$ cat src/rtl/scl_gen_pkg.sv
// Package: shared types for the serial clock generator.
// Assumes nothing beyond IEEE 1800-2017 packages.
package scl_gen_pkg;

    // Phase of the generated clock.
    typedef enum logic [1:0] {
        PH_IDLE = 2'd0,  // line released, not running
        PH_LOW  = 2'd1,  // pulling the line low, timing the low phase
        PH_WAIT = 2'd2,  // line released, waiting to see it high
        PH_HIGH = 2'd3   // line seen high, timing the high phase
    } phase_t;

endpackage

$ cat src/rtl/scl_sync.sv
// Module: scl_sync
// Brings the asynchronous clock-line level into the system clock domain
// through a chain of STAGES flops. Assumes an idle bus reads high, so the
// chain resets to ones. STAGES must be at least 2.
module scl_sync #(
    parameter int STAGES = 2
) (
    input  logic clk,
    input  logic rst_n,
    input  logic d_async,
    output logic q_sync
);

    logic [STAGES-1:0] chain_q;

    // Shift the raw level through the synchronizer chain.
    always_ff @(posedge clk) begin
        if (!rst_n) begin
            chain_q <= '1;
        end else begin
            chain_q <= {chain_q[STAGES-2:0], d_async};
        end
    end

    assign q_sync = chain_q[STAGES-1];

endmodule

$ cat src/rtl/scl_phase_timer.sv
// Module: scl_phase_timer
// Down-counter used to time one phase. Loading length L makes expire go
// high in the L-th cycle after the load edge, so a phase left when expire
// is seen lasts exactly L cycles. Assumes L >= 1.
module scl_phase_timer #(
    parameter int LEN_W = 13
) (
    input  logic             clk,
    input  logic             rst_n,
    input  logic             load,
    input  logic [LEN_W-1:0] load_val,
    output logic             expire
);

    logic [LEN_W-1:0] cnt_q;

    // Load a new phase length or count down towards zero.
    always_ff @(posedge clk) begin
        if (!rst_n) begin
            cnt_q <= '0;
        end else if (load) begin
            cnt_q <= load_val;
        end else if (cnt_q != '0) begin
            cnt_q <= cnt_q - LEN_W'(1);
        end
    end

    assign expire = (cnt_q == LEN_W'(1));

endmodule

$ cat src/rtl/scl_stretch_meter.sv
// Module: scl_stretch_meter
// Counts the cycles spent waiting for the clock line to read high. When the
// wait ends, it publishes the count minus the fixed synchronizer latency,
// saturated to the output width. Assumes in_wait is high for the whole wait
// and that seen_high ends it.
module scl_stretch_meter #(
    parameter int STRETCH_W   = 12,
    parameter int SYNC_STAGES = 2
) (
    input  logic                 clk,
    input  logic                 rst_n,
    input  logic                 in_wait,
    input  logic                 seen_high,
    output logic [STRETCH_W-1:0] stretch_cycles
);

    localparam int CNT_W = STRETCH_W + 2;
    localparam logic [CNT_W-1:0] CNT_MAX = '1;
    localparam logic [CNT_W-1:0] OUT_MAX = CNT_W'((2 ** STRETCH_W) - 1);
    localparam logic [CNT_W-1:0] LAT     = CNT_W'(SYNC_STAGES);

    logic [CNT_W-1:0] wait_q;
    logic [CNT_W-1:0] extra;
    logic             capture;

    assign capture = in_wait && seen_high;

    // Remove the synchronizer latency and clip to the output range.
    always_comb begin
        if (wait_q <= LAT) begin
            extra = '0;
        end else if ((wait_q - LAT) > OUT_MAX) begin
            extra = OUT_MAX;
        end else begin
            extra = wait_q - LAT;
        end
    end

    // Count wait cycles with saturation; clear outside the wait.
    always_ff @(posedge clk) begin
        if (!rst_n) begin
            wait_q <= '0;
        end else if (!in_wait || capture) begin
            wait_q <= '0;
        end else if (wait_q != CNT_MAX) begin
            wait_q <= wait_q + CNT_W'(1);
        end
    end

    // Publish the stretch length when the wait ends.
    always_ff @(posedge clk) begin
        if (!rst_n) begin
            stretch_cycles <= '0;
        end else if (capture) begin
            stretch_cycles <= extra[STRETCH_W-1:0];
        end
    end

endmodule

$ cat src/rtl/scl_gen.sv
// Module: scl_gen (top)
// Generates an I2C master serial clock with a low phase of LOW_UNITS units
// and a high phase of HIGH_UNITS units. Each unit is 2*(1+P) clocks, with P
// captured at the start of each period. High timing starts only once the
// synchronized line reads high. The high count is shortened by the input
// latency, so a line that rises at once gives the nominal period.
// Assumes 2*HIGH_UNITS > SYNC_STAGES + 1 and an open-drain line that cannot
// read high while this block pulls it low.
module scl_gen #(
    parameter int PRESCALE_W  = 8,
    parameter int LOW_UNITS   = 6,
    parameter int HIGH_UNITS  = 4,
    parameter int SYNC_STAGES = 2,
    parameter int STRETCH_W   = 12
) (
    input  logic                  clk,
    input  logic                  rst_n,
    input  logic                  enable,
    input  logic [PRESCALE_W-1:0] prescale,
    input  logic                  scl_in,
    output logic                  scl_drive_low,
    output logic                  fall_stb,
    output logic                  high_stb,
    output logic [STRETCH_W-1:0]  stretch_cycles
);
    import scl_gen_pkg::*;

    localparam int MAX_UNITS = (LOW_UNITS > HIGH_UNITS) ? LOW_UNITS : HIGH_UNITS;
    localparam int LEN_W     = PRESCALE_W + $clog2(2 * MAX_UNITS) + 1;
    localparam int WAIT_LAT  = SYNC_STAGES + 1;

    phase_t                state_q;
    logic [PRESCALE_W-1:0] tpr_q;
    logic                  scl_seen;
    logic                  expire;
    logic                  start_low;
    logic                  start_high;
    logic                  tmr_load;
    logic [LEN_W-1:0]      low_len;
    logic [LEN_W-1:0]      high_load;
    logic [LEN_W-1:0]      tmr_val;

    scl_sync #(.STAGES(SYNC_STAGES)) u_sync (
        .clk     (clk),
        .rst_n   (rst_n),
        .d_async (scl_in),
        .q_sync  (scl_seen)
    );

    // Phase lengths: the low phase uses the live prescale value (it is
    // captured on the same edge), the high phase uses the captured value.
    assign low_len   = LEN_W'(2 * LOW_UNITS) * (LEN_W'(prescale) + LEN_W'(1));
    assign high_load = LEN_W'(2 * HIGH_UNITS) * (LEN_W'(tpr_q) + LEN_W'(1))
                     - LEN_W'(WAIT_LAT);

    // Decide which phase starts on the coming edge.
    always_comb begin
        start_low  = enable && ((state_q == PH_IDLE) ||
                                ((state_q == PH_HIGH) && expire));
        start_high = enable && (state_q == PH_WAIT) && scl_seen;
        tmr_load   = start_low || start_high;
        tmr_val    = start_low ? low_len : high_load;
    end

    scl_phase_timer #(.LEN_W(LEN_W)) u_timer (
        .clk      (clk),
        .rst_n    (rst_n),
        .load     (tmr_load),
        .load_val (tmr_val),
        .expire   (expire)
    );

    // Phase sequencer: drives the line, the strobes and the prescale capture.
    always_ff @(posedge clk) begin
        if (!rst_n) begin
            state_q       <= PH_IDLE;
            scl_drive_low <= 1'b0;
            fall_stb      <= 1'b0;
            high_stb      <= 1'b0;
            tpr_q         <= '0;
        end else begin
            fall_stb <= 1'b0;
            high_stb <= 1'b0;
            case (state_q)
                PH_IDLE: begin
                    if (start_low) begin
                        state_q       <= PH_LOW;
                        scl_drive_low <= 1'b1;
                        fall_stb      <= 1'b1;
                        tpr_q         <= prescale;
                    end
                end
                PH_LOW: begin
                    if (!enable) begin
                        state_q       <= PH_IDLE;
                        scl_drive_low <= 1'b0;
                    end else if (expire) begin
                        state_q       <= PH_WAIT;
                        scl_drive_low <= 1'b0;
                    end
                end
                PH_WAIT: begin
                    if (!enable) begin
                        state_q <= PH_IDLE;
                    end else if (start_high) begin
                        state_q  <= PH_HIGH;
                        high_stb <= 1'b1;
                    end
                end
                PH_HIGH: begin
                    if (start_low) begin
                        state_q       <= PH_LOW;
                        scl_drive_low <= 1'b1;
                        fall_stb      <= 1'b1;
                        tpr_q         <= prescale;
                    end else if (expire) begin
                        state_q <= PH_IDLE;
                    end
                end
                default: begin
                    state_q       <= PH_IDLE;
                    scl_drive_low <= 1'b0;
                end
            endcase
        end
    end

    scl_stretch_meter #(
        .STRETCH_W   (STRETCH_W),
        .SYNC_STAGES (SYNC_STAGES)
    ) u_meter (
        .clk            (clk),
        .rst_n          (rst_n),
        .in_wait        (state_q == PH_WAIT),
        .seen_high      (scl_seen),
        .stretch_cycles (stretch_cycles)
    );

endmodule

$ cat config.mk
export PLATFORM = sky130hd
export DESIGN_NAME = scl_gen
export DESIGN_NICKNAME = d
export VERILOG_FILES = /design/src/rtl/scl_gen_pkg.sv /design/src/rtl/scl_sync.sv /design/src/rtl/scl_phase_timer.sv /design/src/rtl/scl_stretch_meter.sv /design/src/rtl/scl_gen.sv
export SDC_FILE = /design/constraint.sdc
export NUM_CORES = 1
export LEC_CHECK = 0
export BUFFER_PORTS_ARGS = -buffer_cell sky130_fd_sc_hd__buf_4
export CAP_MARGIN = 25
export CELL_PAD_IN_SITES_DETAIL_PLACEMENT = 0
export CELL_PAD_IN_SITES_GLOBAL_PLACEMENT = 1
export CORE_MARGIN = 1
export CORE_UTILIZATION = 40
export CTS_BUF_LIST = sky130_fd_sc_hd__clkbuf_8
export CTS_CLUSTER_SIZE = 16
export DETAILED_ROUTE_END_ITERATION = 10
export PLACE_DENSITY = 0.8
export SLEW_MARGIN = 20
export SYNTH_ARGS = -nofsm -noshare
export SYNTH_HDL_FRONTEND = slang
export SYNTH_SLANG_ARGS = --single-unit
$ cat constraint.sdc
create_clock -name clk -period 5.9 [get_ports clk]
set_clock_uncertainty 0.05 [all_clocks]
set_input_delay 0.295 -clock clk [delete_from_list [all_inputs] [get_ports clk]]
set_output_delay 0.295 -clock clk [all_outputs]
set_load 0.01 [all_outputs]
==> results of run 1 <==
registers in the layout, indices dropped and copies added (netlist names):
register and flops:
u_meter.stretch_cycles 12, scl_drive_low 1, fall_stb 1, u_sync.chain_q 2
high_stb 1, u_meter.wait_q 14, tpr_q 8, state_q 2
u_timer.cnt_q 13
per-stage QoR:
step	power [W]	utilization, %	std cells	hold slack [ps]
after global routing	0.00108	44.9	572	117
after floorplan	0.000723	-	452	318
after detailed placement	0.000798	43.7	563	351
final	0.00100	44.9	572	127
after CTS	0.00101	44.7	571	117
after global placement	0.000796	43.7	563	347
Yosys cell counts, types with 6 or more instances:
cell type   n
nor2_1     36
nand2_1    45
nand2b_1    6
a21oi_1    39
o211ai_1    6
inv_1      19
o21ai_0    19
nand3_1    21
xnor2_1    26
nor3_1     17
nand4_1     6
o21ai_1     9
xor2_1     24
ha_1       25
clkbuf_1    8
dfxtp_1    54
a211oi_1   10
logic make-up after synthesis:
logic type               Yosys count  synth area share, %
AO/OA/AOI/OAI                    111                 19.2
XOR/XNOR                          50                 12.0
adder cells (fa/ha/maj)           25                 8.57
buffers and inverters             42                 6.17
flip-flops                        54                 29.6
multiplexers                       3                0.857
AND/OR/NAND/NOR                  167                 23.6
worst max-delay path by stage:
| stage | from | to | depth (start not counted) |
|---|---|---|---|
| 2_1_floorplan | prescale[0] | u_timer.cnt_q[11]$_SDFFE_PN0P_ | 11 |
| 3_3_place_gp | prescale[0] | u_timer.cnt_q[11]$_SDFFE_PN0P_ | 12 |
| 3_5_place_dp | prescale[0] | u_timer.cnt_q[11]$_SDFFE_PN0P_ | 12 |
| 4_1_cts | u_timer.cnt_q[0]$_SDFFE_PN0P_ | state_q[0]$_SDFFE_PN0P_ | 7 |
| 5_1_grt | u_timer.cnt_q[1]$_SDFFE_PN0P_ | state_q[0]$_SDFFE_PN0P_ | 8 |
| 6_report | u_timer.cnt_q[8]$_SDFFE_PN0P_ | state_q[0]$_SDFFE_PN0P_ | 6 |
cells in the final DEF (no fill, tap or decap), drive strengths merged, types with 3 or more instances in the layout:
cell type and count:
xnor2 26, o211ai 6, buf 27, nor3b 5, nor4 7, xor2 24
dfxtp 54, nand3 21, nor3 18, nand2 46, nor2b 5, clkbuf 5
a211oi 11, or4 3, a21oi 43, ha 25, o22ai 3, a31oi 3
nor2 37, o21ai 31, and3 4, nand2b 6, a2111oi 3, inv 19
nand4 6
final cells by class:
| class | instances | area, µm² | share of cell area [%] |
|---|---|---|---|
| clock buffer | 5 | 68.8 | 1.75 |
| multi-input combinational | 356 | 2340 | 59.6 |
| tap | 108 | 135 | 3.44 |
| sequential | 54 | 1080 | 27.5 |
| inverter | 19 | 71.3 | 1.81 |
| clock inverter | 3 | 21.3 | 0.541 |
| timing repair buffer | 27 | 210 | 5.35 |
power groups by stage:
| stage | clock [W] | combinational, W | sequential (W) |
|---|---|---|---|
| after floorplan | 0 | 0.000277 | 0.000446 |
| after global placement | 0 | 0.000338 | 0.000457 |
| after detailed placement | 0 | 0.000339 | 0.000459 |
| after CTS | 0.000220 | 0.000342 | 0.000451 |
| after global routing | 0.000236 | 0.000387 | 0.000457 |
| final | 0.000211 | 0.000342 | 0.000451 |
routing by layer:
layer | vias to the layer above | GRT usage [%]
met2 | 40 | 29.6
met5 | - | 0
met4 | 0 | 3.05
met1 | 1488 | 25.2
met3 | 2 | 2.73
li1 | 1616 | -
==> reports/qor.txt, run 1 <==
Status - complete, no violations
Nets - 500
Fin crit share - 45.8%
Mapped Cells - 452
Worst-path cell chain - nor4_1, a41oi_2, nor2_1, a221o_1, nor2_1, a211oi_1
Hold Path Sink - u_sync.chain_q[0]$_SDFF_PN1_
# setup viols final - 0
Die area - 0.00951 mm²
IO Pins - 27
Hold path startpoint - scl_in
CTS Buffer Depth - 2
Worst path slowest cell - nor2_1
Setup bufs post-CTS - 0
Maximum capacitance violations - 0
RSZ-0062 raised after global routing - false
Post-CTS resize count - 0
Highest Signal Layer - met4
DRC - 0
Clock transition at path regs - 100 ps
Die width - 97.5 µm
TritonRoute pass-1 iters - 4
Synthesized area - 0.00365 mm²
Yosys warns - 0
Area contributors post-synth - dfxtp_1, ha_1, xnor2_1
Slowest stage delay, CP - 790 ps
Met3 routed wirelength - 190 µm
Final wirelength - 8.30 mm
Clock power frac - 21.0%
Core area - 0.00876 mm²
Combinational Power Share - 34.1%
Vias per cell - 5.50
Int Power - 0.000635 W
Sequential share of power - 44.9%
Total CTS buffers - 5
Static Leakage - 1.44 nW
Yosys top cell by area - dfxtp_1
Reg2Reg Setup Slack - 3200 ps
DRT antenna net count - 0
Share of cells above drive strength 1 - 11.6%
Nature of the critical path startpoint - register
Crit path required time - 6070 ps
Final Instance Area - 0.00393 mm²
CTS tree - built
Sw Pwr - 0.000370 W
Place WS - 3080 ps
Number of flops mapped to enable cells by yosys - 0
Clock root buffer master - clkbuf_8
Sum of negative setup slack - 0 ps
Port Buf Inserts - 26
FMAX - 0.370 GHz
DRT iter0 DRCs - 153
H-Tree Depth - 2
Hold crit path type - input pin to register
Cell family with most CP delay - simple AND/OR/NAND/NOR gates
Count of cell types in the netlist - 62
Worst setup margin - 3200 ps
Max Slew Vio Count - 0
RePlAce Congestion - 0.882
Switch share - 36.8%
Total Routing Usage GR - 18.0%
Die Y - 97.5 µm
Worst Tran Pin Value - 963 ps
Worst skew pair latency - 310 ps
WL met1 - 4.20 mm
Detailed placement HPWL - 6.22 mm
Routed wire length on met2 - 3.87 mm
Hold path cells - 2
Synth async-reset ratio - 0%
Layout area overhead - 7.71%
Hold Buf Count CTS - 0
Mapped Nets - 489
Initial Utilization - 41.7%
First-pass GRT wire length - 14.3 mm
Vias - 3,146
CP max FO - 13
Worst vdd ir - 0.124 mV
Main flop type after synthesis - dfxtp_1
WS Path Type - register to register
Top-area cell type share of the netlist area - 29.6%
ANT cells - 0
Gr ovfl total - 0
CTS sink cnt - 54
FF-to-FF Start - u_timer.cnt_q[8]$_SDFFE_PN0P_
Fillers - 922
Crit path capture type - register
Row cnt - 34
Rel. slew slack - 35.6%
Seq cells post-synth - 54
Top cell by count, worst path - nor2_1
Pwr per Cell Area - 255 mW/mm²
Vias in the first global route - 2,941
Worst reg2reg endpoint - state_q[0]$_SDFFE_PN0P_
Placed Area - 0.00383 mm²
Pin count of the biggest net entering global routing - 30
Routed len/inst - 14.5 µm
Sequential area share after synthesis - 29.6%
Worst-case reg-to-reg path depth - 6
Fin. Hold Viols - 0
Antenna violations before repair - 0
Worst Path Buf+Inv - 0
Tmin final - 2700 ps
WP data arrival - 2870 ps
Syn Area/Cell - 8.08 µm²
Note: power is estimated with default switching activity, not from simulation.
==> run 2: changes to the inputs <==
- clock period: 5.9 -> 2.61 ns (I/O delays scaled with it)
==> reports/qor.txt, run 2 (synthesis gave the netlist of run 1 again) <==
Status - complete, no violations
Share of cells above drive strength 1 - 14.0% (+2.3 points)
CTS Buffer Depth - 2 (unchanged)
Final wirelength - 8.45 mm (+1.7%)
Worst Tran Pin Value - 801 ps (-162 ps)
Top cell by count, worst path - nor2_1
Place WS - 50.1 ps (-3030 ps)
Biggest register - u_meter.wait_q
Vias per cell - 5.38 (-2.2%)
# setup viols final - 0 (unchanged)
Pwr per Cell Area - 599 mW/mm² (+130%)
Tmin final - 2330 ps (-372 ps)
WP data arrival - 2510 ps (-360 ps)
Total CTS buffers - 5 (unchanged)
H-Tree Depth - 2 (unchanged)
Crit path capture type - register
Maximum capacitance violations - 0 (unchanged)
IO Pins - 27 (unchanged)
Routed len/inst - 14.4 µm (-0.88%)
Nature of the critical path startpoint - register
Core area - 0.00876 mm² (unchanged)
Antenna violations before repair - 0 (unchanged)
Port Buf Inserts - 26 (unchanged)
Detailed placement HPWL - 6.44 mm (+3.6%)
Post-CTS resize count - 0 (unchanged)
ANT cells - 0 (unchanged)
Hold crit path type - input pin to register
TritonRoute pass-1 iters - 4 (unchanged)
Row cnt - 34 (unchanged)
Max FFs per register - 14 (unchanged)
Die width - 97.5 µm (unchanged)
Commonest cells after routing, fill and taps aside - dfxtp_1, nand2_1, buf_4
RePlAce Congestion - 0.890 (+0.94%)
Worst vdd ir - 0.241 mV (+95%)
Fillers - 878 (-4.8%)
Static Leakage - 1.52 nW (+5.5%)
Slowest stage delay, CP - 430 ps (-360 ps)
Gr ovfl total - 0 (unchanged)
RSZ-0062 raised after global routing - false
Worst path slowest cell - nor4b_1
Clock transition at path regs - 100 ps (about the same)
WL met1 - 4.24 mm (+0.88%)
Sum of negative setup slack - 0 ps (unchanged)
Initial Utilization - 41.7% (unchanged)
Crit path required time - 2790 ps (-3280 ps)
Clock root buffer master - clkbuf_8
Worst skew pair latency - 320 ps (about the same)
Most common cell after layout, fill and taps aside - dfxtp_1
DRC - 0 (unchanged)
Top flop regs - u_meter.wait_q: 14 flops, u_timer.cnt_q: 13 flops, u_meter.stretch_cycles: 12 flops
Pin count of the biggest net entering global routing - 26 (-13%)
CP max FO - 10 (-3)
Total power - 0.00243 W (+140%)
DRT antenna net count - 0 (unchanged)
Vias in the first global route - 2,922 (-0.65%)
Met3 routed wirelength - 287 µm (+51%)
Final non-filler cell total - 587 (+2.6%)
Nets - 515 (+3.0%)
Routed wire length on met2 - 3.76 mm (-2.9%)
Worst setup margin - 278 ps (-2920 ps)
CTS tree - built
FMAX - 0.429 GHz (+16%)
Max Slew Vio Count - 0 (unchanged)
Highest Signal Layer - met4
Rel. slew slack - 46.6% (+11 points)
Layout area overhead - 11.2%
Vias - 3,158 (+0.38%)
DRT iter0 DRCs - 114 (-25%)
Die Y - 97.5 µm (unchanged)
First-pass GRT wire length - 14.1 mm (-1.3%)
Worst-path cell chain - inv_1, ha_1, nor4b_1, a41oi_2, nor2_1, buf_4, nor2_1, a211oi_1
Fin. Hold Viols - 0 (unchanged)
Total Routing Usage GR - 18.1% (+0.036 points)
WS Path Type - register to register
CTS sink cnt - 54 (unchanged)
Fin crit share - 89.3% (+44 points)
Dpl cells - 578 (+2.7%)
Die area - 0.00951 mm² (unchanged)
[run 2: cell types whose count changed in the layout (fill, tap and decap cells not counted), sizes merged]
cell         previous run  this run
dlygate4sd3             0         1
buf                    27        41
inv                    19        20
clkinv                  2         0
bufinv                  0         1
[run 2: cell type report]
type                       instances  area (µm²)  area share [%]
timing repair buffer              42         318            7.83
tap                              108         135            3.33
inverter                          19        71.3            1.76
clock buffer                       5        68.8            1.69
multi-input combinational        356        2340            57.8
clock inverter                     3        41.3            1.02
sequential                        54        1080            26.6
[run 2: path summary, 6_finish.rpt]
check | from | to | slack [ps] | depth (start not counted)
setup / recovery | u_timer.cnt_q[1]$_SDFFE_PN0P_ | u_timer.cnt_q[10]$_SDFFE_PN0P_ | 280 | 8
hold / removal | rst_n | u_sync.chain_q[0]$_SDFF_PN1_ | 6 | 2
setup reg to reg | u_timer.cnt_q[1]$_SDFFE_PN0P_ | u_timer.cnt_q[10]$_SDFFE_PN0P_ | 280 | 8
hold reg to reg | u_sync.chain_q[0]$_SDFF_PN1_ | u_sync.chain_q[1]$_SDFF_PN1_ | 390 | 1
[run 2: through the flow]
step           cell area [µm²]  hold slack (ps)  util (%)
2_1_floorplan             3650              154         -
3_3_place_gp              3940              270      45.0
3_5_place_dp              3940              268      45.0
4_1_cts                   4060             3.91      46.3
5_1_grt                   4060            0.279      46.3
6_report                  4060             6.40      46.3
[run 2: power breakdown]
part | switching, W | internal, W | leakage, nW
combinational | 0.000458 | 0.000387 | 1.03
clock | 0.000289 | 0.000283 | 0.0556
sequential | 0.000109 | 0.000907 | 0.440
[run 2: repair_timing]
action,in CTS,in global routing
setup buffers,0,0
hold buffers,1,0
hold endpoints to repair,1,0
[run 2: per-layer routing]
layer  vias up  GRT usage, %
met5         -             0
met4         0          5.77
met3        13          2.81
met2        56          29.0
met1      1450          24.7
li1       1639             -
[run 2: critical path, delay by kind of cell (launching register included)]
family	cells	cell delay (ps)
adder cells (fa/ha/maj)	1	140
AO/OA/AOI/OAI	2	490
AND/OR/NAND/NOR	3	860
buffers and inverters	2	360
flip-flops	1	340
==> run 3: changes to the inputs <==
- CORE_ASPECT_RATIO: not set -> 0.6
- RECOVER_POWER: not set -> 100
==> reports/qor.txt, run 3 (synthesis gave the netlist of run 1 again) <==
IO Pins - 27 (unchanged)
Setup bufs post-CTS - 0 (unchanged)
Rel. slew slack - 63.4% (+17 points)
CP max FO - 12 (+2)
CTS sink cnt - 54 (unchanged)
Worst vdd ir - 0.253 mV (+4.9%)
DRT antenna net count - 0 (unchanged)
Most common cell after layout, fill and taps aside - dfxtp_1
WP data arrival - 2530 ps (+20 ps)
WS Path Type - register to register
Slowest stage delay, CP - 460 ps (+30 ps)
Crit path capture type - register
Hold Path Sink - u_timer.cnt_q[2]$_SDFFE_PN0P_
Nets - 520 (+0.97%)
Die width - 125 µm (+29%)
Core area - 0.00869 mm² (-0.89%)
Total CTS buffers - 5 (unchanged)
Worst Path Buf+Inv - 2 (unchanged)
RSZ-0062 raised after global routing - false
Tmin final - 2390 ps (+54.7 ps)
Static Leakage - 1.47 nW (-3.7%)
Total power - 0.00249 W (+2.3%)
Routed len/inst - 15.4 µm (+7.3%)
TritonRoute pass-1 iters - 5 (+1)
Worst-case reg-to-reg path depth - 8 (unchanged)
Cell family with most CP delay - simple AND/OR/NAND/NOR gates
Die area - 0.00953 mm² (+0.14%)
Clock root buffer master - clkbuf_8
Hold crit path type - input pin to register
Commonest cells after routing, fill and taps aside - dfxtp_1, nand2_1, a21oi_1
CTS tree - built
Worst skew pair latency - 310 ps (about the same)
Biggest register - u_meter.wait_q
Final wirelength - 9.19 mm (+8.8%)
ANT cells - 0 (unchanged)
Worst-path cell chain - inv_1, ha_1, nor4b_1, a41oi_2, nand2b_1, buf_4, o22ai_1, nor3_1
Fin crit share - 91.4% (+2.1 points)
Vias in the first global route - 2,959 (+1.3%)
CTS Buffer Depth - 2 (unchanged)
Pin count of the biggest net entering global routing - 29 (+12%)
Detailed placement HPWL - 7.07 mm (+9.7%)
First-pass GRT wire length - 15.4 mm (+9.6%)
Hold path cells - 2 (unchanged)
Worst reg2reg endpoint - u_timer.cnt_q[8]$_SDFFE_PN0P_
Die Y - 76.0 µm (-22%)
Worst setup margin - 223 ps (-54.7 ps)
Max FFs per register - 14 (unchanged)
H-Tree Depth - 2 (unchanged)
Clock transition at path regs - 100 ps (about the same)
Share of cells above drive strength 1 - 10.6% (-3.4 points)
FMAX - 0.419 GHz (-2.3%)
Fin. Hold Viols - 0 (unchanged)
Row cnt - 26 (-24%)
Status - complete, no violations
DRT iter0 DRCs - 315 (+180%)
Nature of the critical path startpoint - register
FF-to-FF Start - u_timer.cnt_q[1]$_SDFFE_PN0P_
RePlAce Congestion - 0.876 (-1.6%)
Max Slew Vio Count - 0 (unchanged)
Gr ovfl total - 0 (unchanged)
Antenna violations before repair - 0 (unchanged)
Vias - 3,205 (+1.5%)
# setup viols final - 0 (unchanged)
Stages on worst setup path - 8 (unchanged)
Port Buf Inserts - 26 (unchanged)
Hold path startpoint - prescale[0]
Top flop regs - u_meter.wait_q: 14 flops, u_timer.cnt_q: 13 flops, u_meter.stretch_cycles: 12 flops
Layout area overhead - 10.5%
Worst path slowest cell - nor4b_1
Place WS - -11.1 ps (-61.3 ps)
Worst Tran Pin Value - 542 ps (-259 ps)
Worst hold slack - 17.8 ps (+11.4 ps)
Reg2Reg Setup Slack - 220 ps (-50 ps)
Pwr per Cell Area - 617 mW/mm² (+3.0%)
Total Routing Usage GR - 20.2% (+2.1 points)
Final core occ - 46.4% (+0.097 points)
DRC - 0 (unchanged)
Initial Utilization - 42.0% (+0.37 points)
Crit path required time - 2750 ps (-40 ps)
Maximum capacitance violations - 0 (unchanged)
Vias per cell - 5.39 (+0.12%)
Sum of negative setup slack - 0 ps (unchanged)
run 3: changes by cell type in the layout (fill, tap and decap cells not counted), moves of 2 or more:
cell	before	now
clkbuf_1	0	19
o21ai_1	9	5
dlygate4sd3_1	1	3
o21ai_0	19	24
buf_4	41	25
run 3: where the power goes:
part / internal (W) / switching [W]
Sequential: 0.000907 / 0.000104
Combinational: 0.000397 / 0.000490
Clock: 0.000308 / 0.000284
Total: 0.00161 / 0.000878
run 3: timing repair:
item / CTS / global route
endpoints found under the setup margin: 0 / 1
hold endpoints to repair: 2 / 1
resized for setup: 0 / 1
hold buffers: 2 / 1
run 3: final cells by class:
| type | count | area [µm²] |
|---|---|---|
| multi-input cells | 356 | 2340 |
| flip-flops and latches | 54 | 1080 |
| inverters | 19 | 71.3 |
| well taps | 112 | 140 |
| clock buffers | 6 | 82.6 |
| repair buffers | 47 | 289 |
| fillers | 877 | 4650 |
| clock inverters | 1 | 30.0 |
run 3: per-stage QoR:
stage / instance area, µm² / cells
floorplan: 3650 / 452
global placement: 3970 / 585
detailed placement: 3970 / 585
CTS: 4100 / 594
global route: 4030 / 595
finish: 4030 / 595
run 3: how the worst max path moves through the flow:
| stage | startpoint | to |
|---|---|---|
| floorplan | prescale[0] | u_timer.cnt_q[11]$_SDFFE_PN0P_ |
| global placement | prescale[0] | u_timer.cnt_q[11]$_SDFFE_PN0P_ |
| detailed placement | prescale[0] | u_timer.cnt_q[11]$_SDFFE_PN0P_ |
| CTS | u_timer.cnt_q[1]$_SDFFE_PN0P_ | tpr_q[2]$_SDFFE_PN0P_ |
| global route | u_timer.cnt_q[1]$_SDFFE_PN0P_ | tpr_q[2]$_SDFFE_PN0P_ |
| finish | u_timer.cnt_q[1]$_SDFFE_PN0P_ | u_timer.cnt_q[8]$_SDFFE_PN0P_ |
run 3: per-layer routing:
metal | vias to the layer above | routed length [µm] | global-route usage (%)
met5 | - | 0 | 0
met4 | 0 | 59 | 3.78
met3 | 5 | 587 | 3.44
met2 | 88 | 3300 | 25.6
met1 | 1456 | 5240 | 33.9
li1 | 1656 | - | -
